`src/rtl/usb_ep_decode.sv`:
```
module usb_ep_decode #(
  parameter int ADDR_W  = 7,
  parameter int EP_W    = 4,
  parameter int N_PAIRS = 3,
  localparam int N_REG  = 1 + 2 * N_PAIRS
) (
  input  logic                   clk,
  input  logic                   rst_n,
  input  logic                   tok_valid,
  input  logic [3:0]             tok_pid,
  input  logic [ADDR_W-1:0]      tok_addr,
  input  logic [EP_W-1:0]        tok_ep,
  input  logic [ADDR_W-1:0]      dev_addr,
  input  logic                   ctl_tx_en,
  input  logic                   ctl_rx_en,
  input  logic [N_REG-2:0]       ep_en,
  input  logic [N_REG*EP_W-1:0]  ep_num,
  output logic [N_REG-1:0]       fifo_sel,
  output logic                   hit,
  output logic                   cfg_err
);

  localparam logic [3:0] PID_OUT   = 4'b0001;
  localparam logic [3:0] PID_IN    = 4'b1001;
  localparam logic [3:0] PID_SETUP = 4'b1101;

  logic             pid_in, pid_rx, addr_ok;
  logic [N_REG-1:0] cand, pick;

  assign pid_in  = (tok_pid == PID_IN);
  assign pid_rx  = (tok_pid == PID_OUT) || (tok_pid == PID_SETUP);
  assign addr_ok = (tok_addr == dev_addr);
  assign cfg_err = ctl_tx_en & ctl_rx_en;

  for (genvar i = 0; i < N_REG; i++) begin : g_reg
    logic num_ok;
    assign num_ok = (ep_num[i*EP_W +: EP_W] == tok_ep);
    if (i == 0) begin : g_ctl
      assign cand[i] = num_ok & ~cfg_err &
                       ((pid_in & ctl_tx_en) | (pid_rx & ctl_rx_en));
    end else if (i % 2 == 1) begin : g_tx
      assign cand[i] = num_ok & ep_en[i-1] & pid_in;
    end else begin : g_rx
      assign cand[i] = num_ok & ep_en[i-1] & pid_rx;
      a_r5_in_no_rx: assert property (@(posedge clk) disable iff (!rst_n)
        (tok_valid && pid_in) |=> !fifo_sel[i]);
    end
    if (i % 2 == 1) begin : g_txchk
      a_r5_out_no_tx: assert property (@(posedge clk) disable iff (!rst_n)
        (tok_valid && pid_rx) |=> !fifo_sel[i]);
    end
  end

  assign pick = addr_ok ? (cand & (~cand + 1'b1)) : '0;

  always_ff @(posedge clk or negedge rst_n) begin
    if (!rst_n) begin
      fifo_sel <= '0;
      hit      <= 1'b0;
    end else if (tok_valid) begin
      fifo_sel <= pick;
      hit      <= |pick;
    end
  end

  a_r7_onehot: assert property (@(posedge clk) disable iff (!rst_n)
    $onehot0(fifo_sel));
  a_r2_addr_miss: assert property (@(posedge clk) disable iff (!rst_n)
    (tok_valid && tok_addr != dev_addr) |=> (!hit && fifo_sel == '0));
  a_r8_hold: assert property (@(posedge clk) disable iff (!rst_n)
    !tok_valid |=> $stable(fifo_sel));
  a_r9_ctl_blocked: assert property (@(posedge clk) disable iff (!rst_n)
    (tok_valid && cfg_err) |=> !fifo_sel[0]);
  a_r10_hit: assert property (@(posedge clk) disable iff (!rst_n)
    hit == (fifo_sel != '0));

endmodule

```
`config.mk`:
```
export PLATFORM = sky130hd
export DESIGN_NAME = usb_ep_decode
export DESIGN_NICKNAME = d
export VERILOG_FILES = /design/src/rtl/usb_ep_decode.sv
export SDC_FILE = /design/constraint.sdc
export NUM_CORES = 1
export LEC_CHECK = 0
export ABC_AREA = 1
export BUFFER_PORTS_ARGS = -buffer_cell sky130_fd_sc_hd__buf_2
export CORE_ASPECT_RATIO = 1.25
export CORE_UTILIZATION = 39
export DETAILED_ROUTE_END_ITERATION = 10
export PLACE_DENSITY = 0.76
export SYNTH_ARGS = -nofsm -noshare
export SYNTH_HDL_FRONTEND = slang
export SYNTH_SLANG_ARGS = --single-unit
export TNS_END_PERCENT = 20
```
`constraint.sdc`:
```
create_clock -name clk -period 0.8 [get_ports clk]
set_input_delay 0.2 -clock clk [delete_from_list [all_inputs] [get_ports clk]]
set_output_delay 0.2 -clock clk [all_outputs]
set_load 0.02 [all_outputs]
```
; ---- Yosys cells after proc, flatten, opt, wreduce, memory -nomap -nowiden
; Index checks and enable logic that the tools add are counted.
[totals]
ff_bits = 8
[classes]
add_sub_neg = 1
eq_ne = 11
mux = 1
bitwise_logic = 21
reduce_logical = 2
[ops]
columns = operator, n
row1 = 4-bit == test, 7
row2 = 1-bit bitwise AND, 17
row3 = "4-bit == test, second input constant", 2
row4 = "7-bit by 1-bit adder with 7-bit output, second input constant", 1
row5 = 7-bit bitwise AND, 1
row6 = 7-bit == test, 1
row7 = 7-bit two-way mux, 1
row8 = 7-bit inverter, 1
row9 = 7-bit OR reduction, 1
row10 = "4-bit by 1-bit == test with 1-bit output, second input constant", 1
row11 = 1-bit logical OR, 1
row12 = 1-bit inverter, 1
row13 = 1-bit bitwise OR, 1

; ---- Depth between registers and ports, before layout
[logic_depth]
ltp_word = 10
depth_mapped = 14
ltp_nobuf = 13

; ---- Worst setup path after synthesis
; Ideal clock, no wire load.
[synth_path]
kind = input to register
start = input tok_ep[0]
end = register hit
setup_ps = 113
t_arrival_ps = 1093
setup_slack_ps = -405
cell_stages = 11
path_cell_list = buf_4 xnor2_1 nand2_1 nor2_2 nand2_4 nand3_2 nor2_2 nor2_2 nand3_1 nand2_1 inv_1
[synth_via]
elab_chain_len = 8
[synth_lines]
columns = element, line_no
row1 = start: declaration, 12  ; input logic [EP_W-1:0] tok_ep,
row2 = 4-bit == test, 37  ; assign num_ok = (ep_num[i*EP_W +: EP_W] == tok_ep);
row3 = 1-bit bitwise AND (on tied branches) (2 in series), "39, 42, 44"
row4 = 7-bit inverter, 54  ; assign pick = addr_ok ? (cand & (~cand + 1'b1)) : '0;
row5 = 7-bit by 1-bit adder with 7-bit output, 54
row6 = 7-bit bitwise AND (*), 54
row7 = 7-bit two-way mux (*), 54
row8 = 7-bit OR reduction (*), 62  ; hit <= |pick;
row9 = end signal: assignment, 62
row10 = end: declaration, 19  ; output logic hit,
; Mark *: on every way between the ends. The rest lies on a longest branch, timed or not.
; A chain may end at the register's enable or synchronous reset.

; ---- Worst setup path in the final report
[layout_path]
start = input tok_ep[3]
end = register hit
; Same word-level chain as after synthesis.

==> key figures <==
Status
  • Status: finished, violations left
  • Failing checks: negative setup slack

Clocking
  • TritonCTS clock tree: done
  • Number of H-tree levels: 1
  • CTS buffer count: 3
  • Worst skew pair latency: 250 ps
  • Clk buf depth: 2
  • Clock transition at path regs: 50 ps
  • Sink Count: 8
  • Clk root buf: clkbuf_4

Layout
  • Commonest non-fill, non-tap cell in the layout: nand2_1
  • Area Growth Syn to Fin: 60.0%
  • Non-Filler Instances: 335
  • Final instance area: 1840 sq um
  • Most frequent cells in the layout: 69 x nand2_1, 58 x buf_2, 29 x nor2_1
  • Share of cells above drive strength 1: 0.465
  • Nets@finish: 364
  • Finished Core Util: 0.674
  • ANT cells: 0

Critical path
  • Worst path max stage delay: 140 ps
  • Worst-path fanout max: 5
  • CP cell instances: buf_12 -> clkinvlp_4 -> nand2_2 -> nand2_2 -> nor2_4 -> nand3_2 -> nand2_1 -> nor2_2 -> o21bai_1 -> nand3_1 -> nand2_1 -> inv_1
  • FF-to-FF path depth: 3
  • R2r setup slk: -50 ps
  • CP max-delay cell: o21bai_1
  • Cell family with most CP delay: simple AND/OR/NAND/NOR gates
  • Crit. End Element: flip-flop
  • Arr. time, crit path: 1240 ps
  • Kind of critical path: input pin to flip-flop
  • R2R Path Start: hit
  • FF-to-FF End: hit
  • Critical path launch point type: input pin
  • CP required: 950 ps
  • Count of buffer and inverter cells on the critical path: 3

Global routing
  • Global Route met3 Usage: 0.0146
  • First-pass GRT wire length: 5540 um
  • Pin count of the biggest net entering global routing: 10
  • Met1 usage: 0.235
  • Total track usage: 0.219
  • GRT met2 Usage: 0.425
  • GRT Max-Usage Layer: met2
  • Initial antenna violation count: 0
  • Gr ovfl total: 0
  • Vias in the first global route: 1422

Timing
  • Tightest Pin Transition: 186 ps
  • Tcrit/Tclk final: 1.37
  • Endpoints failing setup: 17
  • RSZ-0062 raised after global routing: yes
  • Clock Skew: 0 ps
  • Relative slew slack: 0.875
  • Final hold vios: 0
  • Final hold slack: 260 ps
  • Final Max Slew Viols: 0
  • PnR worst setup slack: -293 ps
  • Final Critical Period: 1090 ps
  • Fmax: 0.915 GHz
  • Setup TNS: -3000 ps

Detailed routing
  • Via density: 4.56
  • DRC viols: 0
  • DRT iter0 DRCs: 23
  • Aggregate routed wire length: 3270 um
  • ANT nets after route: 0
  • DR WL/cell: 9.76 um
  • Drt pass-1 iters: 4
  • Via count: 1528

Min path
  • Hold Path Sink: fifo_sel[1]
  • Hold path startpoint: tok_valid
  • Hold path cells: 3
  • Min-Delay Path Class: input pin to flip-flop

Yosys
  • Top cells by area, synth: nand2_1 25%, dfrtp_1 17%, nor2_1 13%, inv_1 9.5%, xor2_1 4.6%
  • Post-synthesis average cell area: 5.35 sq um
  • Yosys reg bits: 8
  • Sequential share of the synthesized area: 0.174
  • Post-synth top area cell: nand2_1
  • Mapped Area: 1150 sq um
  • Syn Inst Count: 215
  • Yosys warns: 0
  • Post-synthesis cell type count: 28
  • Yosys top cell area share: 0.254
  • Mapped Nets: 276

Pwr
  • P_leak: 1.10 nW
  • Pwr dens: 794 nW/um^2
  • Worst vdd ir: 667 uV
  • Overall power: 1.46 mW

Floorplan
  • Core Footprint: 2730 sq um
  • Initial core utilization: 0.421
  • Die Width: 50.6 um
  • Num ports: 70
  • Die height: 62.7 um
  • Full die area: 3170 sq um
  • FP Rows: 21

Run
  • Max-Cap Viols: 0

Placed design
  • Cell Area, Placed: 1620 sq um
  • Gpl congestion: 0.898
  • Placed insts: 329
  • I/O Buffers: 69
  • Detail Placement HPWL: 2610 um
  • Pre-CTS setup slack: -697 ps
sequential cells by signal, summed over array words and instances (netlist names):
register,count
hit,1
fifo_sel,7
worst min-delay path: cells and delay by family:
family	cells	cell delay (ps)
buffers and inverters	2	230
AO/OA/AOI/OAI	1	50
cell families after synthesis:
family | count (synthesis) | share of synthesized area
AO/OA/AOI/OAI | 14 | 0.0685
XOR/XNOR | 9 | 0.0685
flip-flops | 8 | 0.174
AND/OR/NAND/NOR | 146 | 0.547
buffers and inverters | 38 | 0.142
power by group:
group	internal [mW]	switching, mW
clock network	0.171	0.126
registers	0.426	0.0108
logic	0.350	0.379
total	0.947	0.516
what timing repair did:
action,CTS,global route
cloned,1,0
hold buffers,1,0
gates resized for setup,44,14
setup buffers,1,0
endpoints found under the setup margin,17,17
endpoints found under the hold margin,8,0
pin swaps,15,6
synth_stat cells:
cell type and number:
inv_1 29, nor2_2 6, o21ai_1 2, nand3b_1 3, xor2_1 6, o21ai_2 1, nand2_4 1, o21bai_1 1
nand3_2 2, nor3_2 1, nand3_1 8, o31ai_1 1, nor2_1 39, clkbuf_1 1, inv_2 3, inv_4 1
a21oi_1 5, nor3_1 1, or2_2 1, nand2_1 78, nand2_2 5, buf_6 2, buf_4 1, o21ai_0 4
nand4_1 1, xnor2_1 3, clkinv_1 1, dfrtp_1 8
layout make-up:
cell class                 instances  area (sq um)
timing repair buffer              86           553
clock buffer                       3          22.5
multi-input combinational        169           876
timing repair inverter             1          7.51
fill                             284           891
inverter                          34           140
sequential                         8           200
tap                               34          42.5
how the worst max path moves through the flow:
stage / startpoint / end / slack, ps / cells after the start
6_report: tok_ep[3] / hit / -290 / 12
5_1_grt: tok_ep[2] / hit / -380 / 13
4_1_cts: tok_ep[1] / hit / -280 / 12
3_5_place_dp: tok_pid[1] / hit / -700 / 13
3_3_place_gp: tok_pid[1] / hit / -670 / 13
2_1_floorplan: tok_ep[0] / hit / -410 / 11
routing by layer:
layer	wire (um)	vias up
met5	0	-
met4	80	0
met3	135	8
met2	1850	45
met1	1210	655
li1	-	820
(Power assumes the default switching activity.)
